File: config.mk
export PLATFORM = sky130hd
export DESIGN_NAME = irq_claim_ctrl
export DESIGN_NICKNAME = d
export VERILOG_FILES = /design/src/rtl/icc_pkg.sv /design/src/rtl/icc_gateway.sv /design/src/rtl/icc_arbiter.sv /design/src/rtl/icc_context.sv /design/src/rtl/irq_claim_ctrl.sv
export SDC_FILE = /design/constraint.sdc
export NUM_CORES = 1
export LEC_CHECK = 0
export BUFFER_PORTS_ARGS = -buffer_cell sky130_fd_sc_hd__buf_2
export CAP_MARGIN = 20
export CORE_UTILIZATION = 45
export CTS_BUF_LIST = sky130_fd_sc_hd__clkbuf_4
export DETAILED_ROUTE_END_ITERATION = 12
export PLACE_DENSITY = 0.63
export SKIP_CTS_REPAIR_TIMING = 1
export SLEW_MARGIN = 25
export SYNTH_ARGS = -nofsm -noshare
export SYNTH_HDL_FRONTEND = slang
export SYNTH_SLANG_ARGS = --single-unit
File: constraint.sdc
create_clock -name clk -period 12 [get_ports clk]
set_clock_uncertainty 0.05 [all_clocks]
set_input_delay 0.6 -clock clk [delete_from_list [all_inputs] [get_ports clk]]
set_output_delay 0.6 -clock clk [all_outputs]
set_load 0.005 [all_outputs]
File: src/rtl/icc_pkg.sv
// Shared definitions for the interrupt claim/complete controller.
// Assumes the register address is split into a 2-bit bank field on top
// and an index field below it.
package icc_pkg;

    localparam int REGION_W = 2;

    typedef enum logic [REGION_W-1:0] {
        RGN_PRIO   = 2'd0,
        RGN_ENABLE = 2'd1,
        RGN_THRESH = 2'd2,
        RGN_CLAIM  = 2'd3
    } icc_region_e;

endpackage

File: src/rtl/icc_gateway.sv
// Per-source pending and in-service state.
// Assumes claim_set and done_clr never name the same source in one cycle
// (the single register port allows only one access per cycle).
module icc_gateway #(
    parameter int N_SRC = 7
) (
    input  logic             clk,
    input  logic             rst_n,
    input  logic [N_SRC:1]   level,
    input  logic [N_SRC:1]   claim_set,
    input  logic [N_SRC:1]   done_clr,
    output logic [N_SRC:1]   pending,
    output logic [N_SRC:1]   in_svc
);

    for (genvar s = 1; s <= N_SRC; s++) begin : g_src
        logic pend_q;
        logic svc_q;

        // Track one source: pend while idle and high, serve from claim to completion.
        always_ff @(posedge clk) begin
            if (!rst_n) begin
                pend_q <= 1'b0;
                svc_q  <= 1'b0;
            end else begin
                svc_q  <= (svc_q | claim_set[s]) & ~done_clr[s];
                pend_q <= (pend_q | (level[s] & ~svc_q)) & ~claim_set[s];
            end
        end

        assign pending[s] = pend_q;
        assign in_svc[s]  = svc_q;
    end

endmodule

File: src/rtl/icc_arbiter.sv
// Picks the best candidate source by priority (lowest number on a tie)
// and flags whether any candidate lies above the threshold.
// Purely combinational; assumes cand already excludes invisible sources.
module icc_arbiter #(
    parameter int N_SRC  = 7,
    parameter int PRIO_W = 3,
    parameter int ID_W   = 3
) (
    input  logic [N_SRC:1]             cand,
    input  logic [N_SRC:1][PRIO_W-1:0] prio,
    input  logic [PRIO_W-1:0]          thresh,
    output logic [ID_W-1:0]            best_id,
    output logic                       fire
);

    logic [PRIO_W-1:0] best_p;
    logic              found;
    logic [N_SRC:1]    above;

    // Scan upward; only a strictly larger priority displaces the holder.
    always_comb begin
        best_id = '0;
        best_p  = '0;
        found   = 1'b0;
        for (int s = 1; s <= N_SRC; s++) begin
            if (cand[s] && (!found || prio[s] > best_p)) begin
                best_id = ID_W'(s);
                best_p  = prio[s];
                found   = 1'b1;
            end
        end
    end

    for (genvar s = 1; s <= N_SRC; s++) begin : g_above
        assign above[s] = cand[s] && (prio[s] > thresh);
    end

    assign fire = |above;

endmodule

File: src/rtl/icc_context.sv
// One target context: enable bits, threshold, optional claim-hiding
// and its arbiter. done_req must only be raised with a done_id in 1..N_SRC.
module icc_context #(
    parameter int N_SRC     = 7,
    parameter int PRIO_W    = 3,
    parameter int ID_W      = 3,
    parameter bit AUTO_MASK = 1'b0
) (
    input  logic                       clk,
    input  logic                       rst_n,
    input  logic [N_SRC:1]             pending,
    input  logic [N_SRC:1][PRIO_W-1:0] prio,
    input  logic                       en_we,
    input  logic [N_SRC:1]             en_wdata,
    input  logic                       thr_we,
    input  logic [PRIO_W-1:0]          thr_wdata,
    input  logic                       claim_take,
    input  logic                       done_req,
    input  logic [ID_W-1:0]            done_id,
    output logic [N_SRC:1]             enable,
    output logic [PRIO_W-1:0]          thresh,
    output logic [ID_W-1:0]            best_id,
    output logic                       fire,
    output logic [N_SRC:1]             take_hot,
    output logic [N_SRC:1]             done_hot
);

    logic [N_SRC:1] hidden;
    logic [N_SRC:1] cand;

    // Hold the enable bits and threshold written by software.
    always_ff @(posedge clk) begin
        if (!rst_n) begin
            enable <= '0;
            thresh <= '0;
        end else begin
            if (en_we)  enable <= en_wdata;
            if (thr_we) thresh <= thr_wdata;
        end
    end

    // Decode the claimed source and the accepted completion into one-hot vectors.
    always_comb begin
        for (int s = 1; s <= N_SRC; s++) begin
            take_hot[s] = claim_take && (best_id == ID_W'(s));
            done_hot[s] = done_req && (done_id == ID_W'(s)) && enable[s];
        end
    end

    if (AUTO_MASK) begin : g_hide
        // Hide a claimed source from this context until this context completes it.
        always_ff @(posedge clk) begin
            if (!rst_n) hidden <= '0;
            else        hidden <= (hidden | take_hot) & ~done_hot;
        end
    end else begin : g_nohide
        assign hidden = '0;
    end

    assign cand = pending & enable & ~hidden;

    icc_arbiter #(
        .N_SRC  (N_SRC),
        .PRIO_W (PRIO_W),
        .ID_W   (ID_W)
    ) u_arb (
        .cand    (cand),
        .prio    (prio),
        .thresh  (thresh),
        .best_id (best_id),
        .fire    (fire)
    );

endmodule

File: src/rtl/irq_claim_ctrl.sv
// Interrupt claim/complete controller top: register decode, source
// priorities, gateway and one context slice per target.
// Assumes reg_re and reg_we are never high in the same cycle.
module irq_claim_ctrl
    import icc_pkg::*;
#(
    parameter int N_SRC     = 7,
    parameter int N_CTX     = 2,
    parameter int PRIO_W    = 3,
    parameter int ADDR_W    = 8,
    parameter int DATA_W    = 32,
    parameter bit AUTO_MASK = 1'b0
) (
    input  logic              clk,
    input  logic              rst_n,
    input  logic [N_SRC:1]    src_level,
    input  logic              reg_re,
    input  logic              reg_we,
    input  logic [ADDR_W-1:0] reg_addr,
    input  logic [DATA_W-1:0] reg_wdata,
    output logic [DATA_W-1:0] reg_rdata,
    output logic [N_CTX-1:0]  ctx_irq
);

    localparam int ID_W  = $clog2(N_SRC + 1);
    localparam int IDX_W = ADDR_W - REGION_W;

    icc_region_e                          rgn;
    logic [IDX_W-1:0]                     idx;
    logic                                 id_ok;
    logic [N_SRC:1][PRIO_W-1:0]           prio_q;
    logic [N_SRC:1]                       src_pend;
    logic [N_SRC:1]                       src_svc;
    logic [N_SRC:1]                       claim_set;
    logic [N_SRC:1]                       done_clr;
    logic [N_CTX-1:0][N_SRC:1]            ctx_en;
    logic [N_CTX-1:0][PRIO_W-1:0]         ctx_thr;
    logic [N_CTX-1:0][ID_W-1:0]           ctx_best;
    logic [N_CTX-1:0][N_SRC:1]            ctx_take;
    logic [N_CTX-1:0][N_SRC:1]            ctx_done;
    logic [DATA_W-1:0]                    rd_next;

    assign rgn   = icc_region_e'(reg_addr[ADDR_W-1 -: REGION_W]);
    assign idx   = reg_addr[IDX_W-1:0];
    assign id_ok = (reg_wdata != '0) && (reg_wdata <= DATA_W'(N_SRC));

    // Store the per-source priorities written by software.
    always_ff @(posedge clk) begin
        if (!rst_n) begin
            prio_q <= '0;
        end else begin
            for (int s = 1; s <= N_SRC; s++) begin
                if (reg_we && rgn == RGN_PRIO && idx == IDX_W'(s))
                    prio_q[s] <= reg_wdata[PRIO_W-1:0];
            end
        end
    end

    for (genvar c = 0; c < N_CTX; c++) begin : g_ctx
        logic hit;
        assign hit = (idx == IDX_W'(c));

        icc_context #(
            .N_SRC     (N_SRC),
            .PRIO_W    (PRIO_W),
            .ID_W      (ID_W),
            .AUTO_MASK (AUTO_MASK)
        ) u_ctx (
            .clk        (clk),
            .rst_n      (rst_n),
            .pending    (src_pend),
            .prio       (prio_q),
            .en_we      (reg_we && rgn == RGN_ENABLE && hit),
            .en_wdata   (reg_wdata[N_SRC:1]),
            .thr_we     (reg_we && rgn == RGN_THRESH && hit),
            .thr_wdata  (reg_wdata[PRIO_W-1:0]),
            .claim_take (reg_re && rgn == RGN_CLAIM && hit),
            .done_req   (reg_we && rgn == RGN_CLAIM && hit && id_ok),
            .done_id    (reg_wdata[ID_W-1:0]),
            .enable     (ctx_en[c]),
            .thresh     (ctx_thr[c]),
            .best_id    (ctx_best[c]),
            .fire       (ctx_irq[c]),
            .take_hot   (ctx_take[c]),
            .done_hot   (ctx_done[c])
        );
    end

    // Merge the claim and completion decisions of all contexts.
    always_comb begin
        claim_set = '0;
        done_clr  = '0;
        for (int c = 0; c < N_CTX; c++) begin
            claim_set = claim_set | ctx_take[c];
            done_clr  = done_clr  | ctx_done[c];
        end
    end

    icc_gateway #(
        .N_SRC (N_SRC)
    ) u_gw (
        .clk       (clk),
        .rst_n     (rst_n),
        .level     (src_level),
        .claim_set (claim_set),
        .done_clr  (done_clr),
        .pending   (src_pend),
        .in_svc    (src_svc)
    );

    // Select the read value for the addressed register.
    always_comb begin
        rd_next = '0;
        unique case (rgn)
            RGN_PRIO: begin
                if (idx == '0) rd_next[N_SRC:1] = src_pend;
                for (int s = 1; s <= N_SRC; s++)
                    if (idx == IDX_W'(s)) rd_next[PRIO_W-1:0] = prio_q[s];
            end
            RGN_ENABLE: begin
                for (int c = 0; c < N_CTX; c++)
                    if (idx == IDX_W'(c)) rd_next[N_SRC:1] = ctx_en[c];
            end
            RGN_THRESH: begin
                for (int c = 0; c < N_CTX; c++)
                    if (idx == IDX_W'(c)) rd_next[PRIO_W-1:0] = ctx_thr[c];
            end
            RGN_CLAIM: begin
                for (int c = 0; c < N_CTX; c++)
                    if (idx == IDX_W'(c)) rd_next[ID_W-1:0] = ctx_best[c];
            end
            default: rd_next = '0;
        endcase
    end

    // Register the read data on a read strobe.
    always_ff @(posedge clk) begin
        if (!rst_n)      reg_rdata <= '0;
        else if (reg_re) reg_rdata <= rd_next;
    end

endmodule

==> results of run 1 <==
## report_power, final
| group | internal, mW | switching [mW] | leakage (nW) | total [mW] |
|---|---|---|---|---|
| Combinational | 0.0149 | 0.0236 | 2.23 | 0.0385 |
| Sequential | 0.212 | 0.00417 | 0.511 | 0.216 |
| Clock | 0.0665 | 0.0774 | 0.0780 | 0.144 |
## synthesized netlist by cell type, drive strengths merged, types with 23 or more instances
| cell | instances | area (um^2) |
|---|---|---|
| o21ai | 35 | 175 |
| ha | 78 | 976 |
| buf | 31 | 219 |
| dfxtp | 63 | 1260 |
| nor2 | 44 | 165 |
| clkbuf | 23 | 86.3 |
| a21oi | 34 | 170 |
| inv | 31 | 116 |
| nand3 | 24 | 120 |
| nand2 | 50 | 188 |
| nor2b | 53 | 332 |
| mux2i | 35 | 350 |
## registers in the layout, summed over array words and instances, names as in the netlist
register and flops:
prio_q 21, u_gw.g_src.svc_q 7, g_ctx.u_ctx.enable 14, u_gw.g_src.pend_q 7, reg_rdata 8, g_ctx.u_ctx.thresh 6
## worst max-delay path, delay by kind of cell, from the launching register on
kind,cells,cell delay [ns]
muxes,3,1.11
adders and majority gates,6,1.84
buffers and inverters,1,0.07
DFF,1,0.46
AOI/OAI and AO/OA,17,4.21
and+or+nand+nor,10,1.83
## metrics by stage
| stage | instances | utilization (%) | power [mW] | hold WS [ns] |
|---|---|---|---|---|
| floorplan | 741 | - | 0.247 | 0.422 |
| global placement | 920 | 49.0 | 0.258 | 0.407 |
| detailed placement | 920 | 49.0 | 0.259 | 0.416 |
| CTS | 936 | 50.1 | 0.399 | 0.400 |
| global route | 936 | 50.1 | 0.414 | 0.415 |
| finish | 936 | 50.1 | 0.399 | 0.419 |
## final cells by class
type,instances,area share [%]
Sequential cell,63,19.8
Inverter,31,1.83
Tap cell,172,3.38
Clock buffer,11,1.30
Timing Repair Buffer,61,4.83
Clock inverter,5,0.766
Multi-Input combinational cell,593,68.1
## layer usage
layer	global-route usage [%]	part of all wire, %
met1	39.4	43
met2	48.9	46
met3	3.81	7.2
met4	13.9	3.9
met5	0	0
## cell usage in the layout (no fill, tap or decap), drive strengths merged, types with 12 or more instances in the layout
cell type | Yosys | routed
o21ai | 35 | 35
conb | 1 | 24
mux2 | 17 | 17
buf | 31 | 61
nor2 | 44 | 44
inv | 31 | 31
a21o | 17 | 17
nor2b | 53 | 53
a31oi | 12 | 12
dfxtp | 63 | 63
a21oi | 34 | 34
a22oi | 12 | 12
nand2 | 50 | 50
nand3 | 24 | 24
ha | 78 | 78
o211a | 12 | 12
mux2i | 35 | 35
## final timing paths
check / end / cells past startpoint
worst max-delay path: u_gw.g_src[3].svc_q / 37
worst min-delay path: g_ctx[1].u_ctx.enable[6] / 3
worst max register to register: u_gw.g_src[3].svc_q / 37
worst min register to register: reg_rdata[5] / 1
## cells by family after synthesis
logic type | after synthesis | synth area share [%]
other | 1 | 0.0632
multiplexers | 53 | 9.63
AO/OA/AOI/OAI | 202 | 24.5
AND/OR/NAND/NOR | 236 | 21.0
buffers and inverters | 85 | 7.10
adder cells (fa/ha/maj) | 78 | 16.4
flip-flops | 63 | 21.2
==> run summary, run 1 <==
FILL cells: 1,290
RSZ-0062 raised after global routing: false
fraction of registers with async set/reset: 0%
die height: 117 um
Seq. cell area: 0.00126 mm^2
Synth Register Bits: 63
Avg Cell Area, Syn: 8.27 um^2
Row Count: 41
clk_lat worst skew: 0.43 ns
fin. max-slew vios: 0
All-Layer GR Usage: 29.9%
number of global-route vias before repair: 5,591
CTS tree: done
Area Overhead vs Synth: 7.34%
width of the die: 117 um
first-pass GRT wire length: 30,600 um
grt total ovfl: 0
launch point of the worst reg-to-reg path: u_gw.g_src[1].pend_q
Hold Crit Class: input port to flop
Final Hold Vio Count: 0
Tightest Pin Transition: 1.05 ns
initial antenna violation count: 0
Starting Density: 46.7%
CTS Sinks: 63
layout cell share with drive strength beyond 1: 13.6%
Worst Setup Start Kind: flop
Mapped Cells: 718
final period utilization: 80.1%
GPL Wtd Cong: 0.936
Yosys Warn Count: 0
DR vias/cell: 6.22
Multi-input gate area: 0.00434 mm^2
CTS buffer count: 9
clock-pin slew on the worst setup and hold paths: 0.10 ns
maximum clock insertion buffer count: 2
Pwr Density: 62.6 mW/mm^2
crit path DAT: 9.94 ns
via count: 5,818
HP Start: reg_wdata[6]
cell repeated most along the worst path: ha_1
io pins: 85
Port Buf Inserts: 60
antenna viol nets, final: 0
Core ar.: 0.0127 mm^2
largest net degree at the start of global routing: 64
Setup violations, final: 0
status: finished, final reports clean
final wirelength: 19,400 um
register area share after synthesis: 21.2%
Pre-antenna DRT Iters: 5
Root Buffer: clkbuf_4
setup_tns: 0 ns
Crit Path Class: flop to flop
Min Clock Period, post-route: 9.61 ns
Die ar.: 0.0137 mm^2
crit end category: flop
crit path from: u_gw.g_src[1].pend_q
Post-Syn Area: 0.00594 mm^2
diodes inserted: 0
Max-slew headroom: 29.9%
Post-synth EDFFs: 0
crit path max-delay cell type: o21bai_1
Max-Cap Viols: 0
layout net count: 888
f_max: 104 MHz
R2R setup slack: 2.39 ns
critical path's largest stage delay: 0.72 ns
area post-placement: 0.00624 mm^2
WL/cell: 20.7 um
H-tree depth: 3
cell area after layout: 0.00637 mm^2
drt first-iter violations: 452
Synth Flop Type: dfxtp_1
drc violations: 0
DP HPWL: 15,000 um
unique cell type count in the Yosys netlist: 66
Crit path required time: 12.33 ns
pre-CTS setup slack: 2.53 ns
Leakage: 2.82 nW
worst vdd ir: 0.0697 mV
Max FO, Critical Path: 12
post-route worst setup slack: 2.39 ns
Power figures use the tool's default switching activity.
==> run 2, diff against run 1 <==
Settings changed: ABC_AREA set to 1, PLACE_DENSITY 0.63 to 0.66.
Clock period 12 ns to 8.35 ns, I/O delays scaled along.
==> run summary, run 2 <==
pre-CTS setup slack: 0.977 ns (-1.55 ns)
final wirelength: 17,500 um (-9.4%)
largest net degree at the start of global routing: 54 (-16%)
hold path cells: 3 (unchanged)
drc violations: 0 (unchanged)
drt first-iter violations: 508 (+12%)
All-Layer GR Usage: 28.3% (-1.6 points)
critical path's largest stage delay: 0.41 ns (-0.31 ns)
DP HPWL: 13,700 um (-8.3%)
Leakage: 3.20 nW (+14%)
via count: 5,979 (+2.8%)
Synth Area in Simple Gates: 31.0% (+10 points)
max FFs per register: 21 (unchanged)
Crit path required time: 8.69 ns (-3.64 ns)
Post-Syn Area: 0.00581 mm^2 (-2.1%)
Synth Flop Type: dfxtp_1
Area Overhead vs Synth: 7.92%
worst vdd ir: 0.0989 mV (+42%)
antenna viol nets, final: 0 (unchanged)
grt total ovfl: 0 (unchanged)
main area contributors after synthesis: dfxtp_1 22%, ha_1 17%, nand2_1 11%
crit end category: flop
largest family of logic cells by synthesized area: simple AND/OR/NAND/NOR gates
post-synthesis mux area share: 0% (-9.6 points)
layout net count: 1,045 (+18%)
synth cell count leaders: 174 x nand2_1, 84 x a21oi_1, 78 x ha_1, 77 x nand3_1, 76 x inv_1
diodes inserted: 0 (unchanged)
Max-slew headroom: 41.4% (+11 points)
DP Cell Count: 1,077 (+17%)
Setup violations, final: 0 (unchanged)
cell area after layout: 0.00627 mm^2 (-1.6%)
Die ar.: 0.0134 mm^2 (-2.1%)
number of global-route vias before repair: 5,563 (-0.50%)
Tightest Pin Transition: 0.879 ns (-0.171 ns)
Row Count: 41 (unchanged)
die height: 116 um (-1.0%)
f_max: 135 MHz (+30%)
Starting Density: 46.0% (-0.61 points)
WL/cell: 16.1 um (-22%)
top flop regs: prio_q (21), g_ctx.u_ctx.enable (14), reg_rdata (8)
unique cell type count in the Yosys netlist: 40 (-39%)
Hold Crit Class: input port to flop
Reg with most FFs: prio_q
crit path max-delay cell type: dfxtp_1
Worst Setup Start Kind: flop
CTS Sinks: 63 (unchanged)
GPL Wtd Cong: 0.886 (-5.4%)
crit path DAT: 7.74 ns (-2.20 ns)
Port Buf Inserts: 60 (unchanged)
Pwr Density: 85.8 mW/mm^2 (+37%)
Post-Synth Adder-Cell Area: 16.8% (+0.35 points)
Max FO, Critical Path: 9 (-3)
maximum clock insertion buffer count: 2 (unchanged)
final std cells w/o fill: 1,091 (+17%)
area post-placement: 0.00617 mm^2 (-1.1%)
fraction of registers with async set/reset: 0% (unchanged)
XOR/XNOR Fraction of Synth Area: 0% (unchanged)
clk_lat worst skew: 0.44 ns (about the same)
Core ar.: 0.0126 mm^2 (-0.81%)
CTS tree: done
status: finished, final reports clean
DR vias/cell: 5.48 (-12%)
R2R depth: 55 (+49%)
commonest non-fill, non-tap cell in the layout: nand2_1
Mapped Cells: 859 (+20%)
post-synth top area cell: dfxtp_1
CTS buffer count: 9 (unchanged)
Avg Cell Area, Syn: 6.76 um^2 (-18%)
initial antenna violation count: 0 (unchanged)
Min Clock Period, post-route: 7.41 ns (-2.21 ns)
Synth Register Bits: 63 (unchanged)
io pins: 85 (unchanged)
clock-pin slew on the worst setup and hold paths: 0.10 ns (about the same)
layout cell share with drive strength beyond 1: 17.2% (+3.6 points)
most frequent cells in the layout: 173 x nand2_1, 84 x a21oi_1, 78 x ha_1
post-route worst setup slack: 0.944 ns (-1.44 ns)
width of the die: 116 um (-1.0%)
count leader, synth: nand2_1
FILL cells: 1,343 (+4.1%)
Pre-antenna DRT Iters: 5 (unchanged)
register area share after synthesis: 21.7% (+0.46 points)
final period utilization: 88.7% (+8.6 points)
cell repeated most along the worst path: nand2_1
Synth Area in Compound Gates: 19.8% (-4.7 points)
H-tree depth: 3 (unchanged)
fin. max-slew vios: 0 (unchanged)
Final Hold Vio Count: 0 (unchanged)
Max-Cap Viols: 0 (unchanged)
RSZ-0062 raised after global routing: true
first-pass GRT wire length: 28,700 um (-6.1%)
Post-synth EDFFs: 0 (unchanged)
Crit Path Class: flop to flop
Yosys Warn Count: 0 (unchanged)
post-synth top area share: 21.7% (+0.46 points)
Root Buffer: clkbuf_4
==> run 2: cell count changes in the layout (fill, tap and decap cells not counted), moves of 15 or more <==
cell	change
a21o_1	-17
a21oi_1	+50
inv_1	+45
inv_2	+19
mux2_2	-15
mux2i_1	-35
nand2_1	+123
nand2_2	+24
nand3_1	+53
nor2b_1	-53
o21ai_0	+40
o21ai_2	+18
==> run 2: worst max-delay path: cells and delay by family, from the launching register on <==
family	cells	cell delay, ns
AND/OR/NAND/NOR	28	2.62
buffers and inverters	4	0.31
flip-flops	1	0.41
AO/OA/AOI/OAI	17	2.09
adder cells (fa/ha/maj)	6	1.84
==> run 2: cells by family after synthesis <==
group / after synthesis
compound gates: 206
simple gates: 376
flops: 63
other cells: 1
fa+ha+maj: 78
buf+inv: 135
==> run 2: per-stage QoR <==
step           hold WS [ns]  total power [mW]  util, %  TNS [ns]
6_report              0.194             0.538     49.7         0
3_3_place_gp          0.401             0.372     48.9         0
5_1_grt               0.202             0.563     49.7  -0.00138
3_5_place_dp          0.403             0.373     48.9         0
4_1_cts               0.196             0.538     49.6         0
2_1_floorplan         0.384             0.355        -         0
==> run 2: layout make-up <==
class | instances | area [um^2] | area share, %
multi-input cells | 684 | 4020 | 64.1
clock buffers | 11 | 82.6 | 1.32
flip-flops and latches | 63 | 1260 | 20.1
repair buffers | 62 | 315 | 5.03
clock inverters | 3 | 12.5 | 0.200
well taps | 172 | 215 | 3.43
inverters | 96 | 362 | 5.77
==> run 2: final timing paths <==
check | start | endpoint | slack [ns]
worst min register to register | reg_rdata[0] | reg_rdata[0] | 0.41
worst min-delay path | src_level[1] | u_gw.g_src[1].pend_q | 0.19
worst max-delay path | u_gw.g_src[1].pend_q | u_gw.g_src[3].svc_q | 0.94
worst max register to register | u_gw.g_src[1].pend_q | u_gw.g_src[3].svc_q | 0.94
==> run 2: power by group <==
group          switching [mW]  internal (mW)  total (mW)
logic                  0.0379         0.0199      0.0578
registers             0.00430          0.305       0.309
clock network           0.109         0.0623       0.172
total                   0.152          0.387       0.538
==> run 2: routing by layer <==
metal	GRT usage, %	vias to the layer above	wire length [um]
met5	0	-	0
met4	11.4	0	639
met3	3.92	43	1030
met2	45.3	232	7740
met1	38.5	2702	8130
li1	-	3002	-
==> run 3, diff against run 2 <==
Settings changed: CORE_ASPECT_RATIO set to 1.4, PLACE_DENSITY 0.66 to 0.63.
Clock period 8.35 ns to 7.3 ns, I/O delays scaled along.
==> run summary, run 3 (synthesized netlist as in run 2, its figures left out) <==
crit path max-delay cell type: dfxtp_4
status: finished with violations
number of global-route vias before repair: 5,478 (-1.5%)
layout cell share with drive strength beyond 1: 24.1% (+6.9 points)
final std cells w/o fill: 1,099 (+0.73%)
reg-to-reg critical path endpoint: u_gw.g_src[5].svc_q
HP Start: src_level[1]
most frequent cells in the layout: 162 x nand2_1, 83 x a21oi_1, 74 x inv_1
DP Cell Count: 1,069 (-0.74%)
Row Count: 48 (+17%)
Design Power: 623 uW (+16%)
setup_tns: 0 ns (unchanged)
fin. max-slew vios: 0 (unchanged)
drc violations: 6 (+6)
Pwr Density: 92.6 mW/mm^2 (+7.9%)
max FFs per register: 21 (unchanged)
Hold Crit Class: input port to flop
CTS buffer count: 9 (unchanged)
post-route worst setup slack: 0.534 ns (-0.411 ns)
Pre-antenna DRT Iters: 9 (+4)
top flop regs: prio_q (21), g_ctx.u_ctx.enable (14), reg_rdata (8)
clock-pin slew on the worst setup and hold paths: 0.10 ns (about the same)
failing checks: DRC
WL/cell: 16.5 um (+2.6%)
Tightest Pin Transition: 0.860 ns (-0.0192 ns)
Crit Path Class: flop to flop
Setup violations, final: 0 (unchanged)
GPL Wtd Cong: 0.964 (+8.8%)
width of the die: 98.0 um (-15%)
Multi-input gate area: 0.00427 mm^2 (+6.1%)
clk_lat worst skew: 0.43 ns (about the same)
Max-Cap Viols: 0 (unchanged)
Seq. cell area: 0.00127 mm^2 (+0.60%)
drt first-iter violations: 340 (-33%)
Leakage: 3.39 nW (+5.9%)
cell repeated most along the worst path: nand2_1
FILL cells: 1,263 (-6.0%)
Root Buffer: clkbuf_4
Max FO, Critical Path: 7 (-2)
Port Buf Inserts: 60 (unchanged)
die height: 136 um (+18%)
Min Clock Period, post-route: 6.77 ns (-0.639 ns)
pre-CTS setup slack: -0.0148 ns (-0.991 ns)
io pins: 85 (unchanged)
final wirelength: 18,100 um (+3.3%)
maximum clock insertion buffer count: 2 (unchanged)
antenna viol nets, final: 0 (unchanged)
worst vdd ir: 0.132 mV (+33%)
f_max: 148 MHz (+9.4%)
first-pass GRT wire length: 28,100 um (-2.3%)
H-tree depth: 3 (unchanged)
Core ar.: 0.0124 mm^2 (-1.5%)
CTS Sinks: 63 (unchanged)
DR vias/cell: 5.42 (-1.2%)
initial antenna violation count: 1 (+1)
via count: 5,952 (-0.45%)
Final Hold Vio Count: 0 (unchanged)
largest net degree at the start of global routing: 54 (unchanged)
All-Layer GR Usage: 27.6% (-0.70 points)
Max-slew headroom: 42.7% (+1.3 points)
Hold Path End: u_gw.g_src[1].pend_q
Worst Setup Start Kind: flop
Reg with most FFs: prio_q
Starting Density: 46.7% (+0.70 points)
hold path cells: 3 (unchanged)
commonest non-fill, non-tap cell in the layout: nand2_1
grt total ovfl: 0 (unchanged)
crit path DAT: 7.04 ns (-0.70 ns)
Area Overhead vs Synth: 15.7%
launch point of the worst reg-to-reg path: u_gw.g_src[1].pend_q
final period utilization: 92.7% (+4.0 points)
Die ar.: 0.0134 mm^2 (about the same)
R2R depth: 57 (+3.6%)
Crit path required time: 7.58 ns (-1.11 ns)
critical path's largest stage delay: 0.40 ns (about the same)
DP HPWL: 14,100 um (+2.9%)
CTS tree: done
worst hold slack: 0.147 ns (-0.0472 ns)
layout net count: 1,072 (+2.6%)
crit end category: flop
R2R setup slack: 0.53 ns (-0.41 ns)
run 3: changes by cell type in the layout (fill, tap and decap cells not counted), sizes merged:
cell	change
clkinv	+1
buf	+27
clkinvlp	+1
diode	+1
run 3: how the worst max path moves through the flow:
stage / startpoint / to / depth (start not counted)
global placement: u_gw.g_src[1].pend_q / u_gw.g_src[7].pend_q / 57
detailed placement: u_gw.g_src[1].pend_q / u_gw.g_src[7].svc_q / 58
finish: u_gw.g_src[1].pend_q / u_gw.g_src[5].svc_q / 57
floorplan: u_gw.g_src[1].pend_q / u_gw.g_src[7].svc_q / 58
global route: u_gw.g_src[1].pend_q / u_gw.g_src[5].svc_q / 58
CTS: u_gw.g_src[1].pend_q / u_gw.g_src[7].svc_q / 58
run 3: cell type report:
cell class              count  area share (%)
inverters                  96            5.45
clock inverters             5           0.372
multi-input cells         684            63.5
repair buffers             89            7.76
flip-flops and latches     63            18.9
well taps                 150            2.79
clock buffers              11            1.23
diodes                      1          0.0372
run 3: critical path, delay by kind of cell (launching register included):
family / cells / cell delay (ns)
simple gates: 31 / 2.43
fa+ha+maj: 6 / 1.82
compound gates: 14 / 1.40
buf+inv: 6 / 0.59
flops: 1 / 0.40
run 3: power by group:
group / switching (mW) / internal (mW) / total, mW / leakage (nW)
logic: 0.0438 / 0.0232 / 0.0670 / 2.82
clock network: 0.128 / 0.0742 / 0.202 / 0.0617
registers: 0.00505 / 0.348 / 0.353 / 0.513
run 3: through the flow:
step | util [%] | area (um^2)
6_report | 54.1 | 6720
5_1_grt | 54.1 | 6720
3_5_place_dp | 50.3 | 6250
2_1_floorplan | - | 5900
3_3_place_gp | 50.3 | 6250
4_1_cts | 51.1 | 6350
run 3: per-layer routing:
metal / routed length [um] / vias up / GRT usage, % / part of all wire (%)
met5: 0 / - / 0 / 0
met1: 7390 / 2647 / 31.3 / 41
met4: 941 / 0 / 16.5 / 5.2
met2: 9030 / 201 / 49.9 / 50
met3: 761 / 52 / 2.88 / 4.2
li1: - / 3052 / - / -
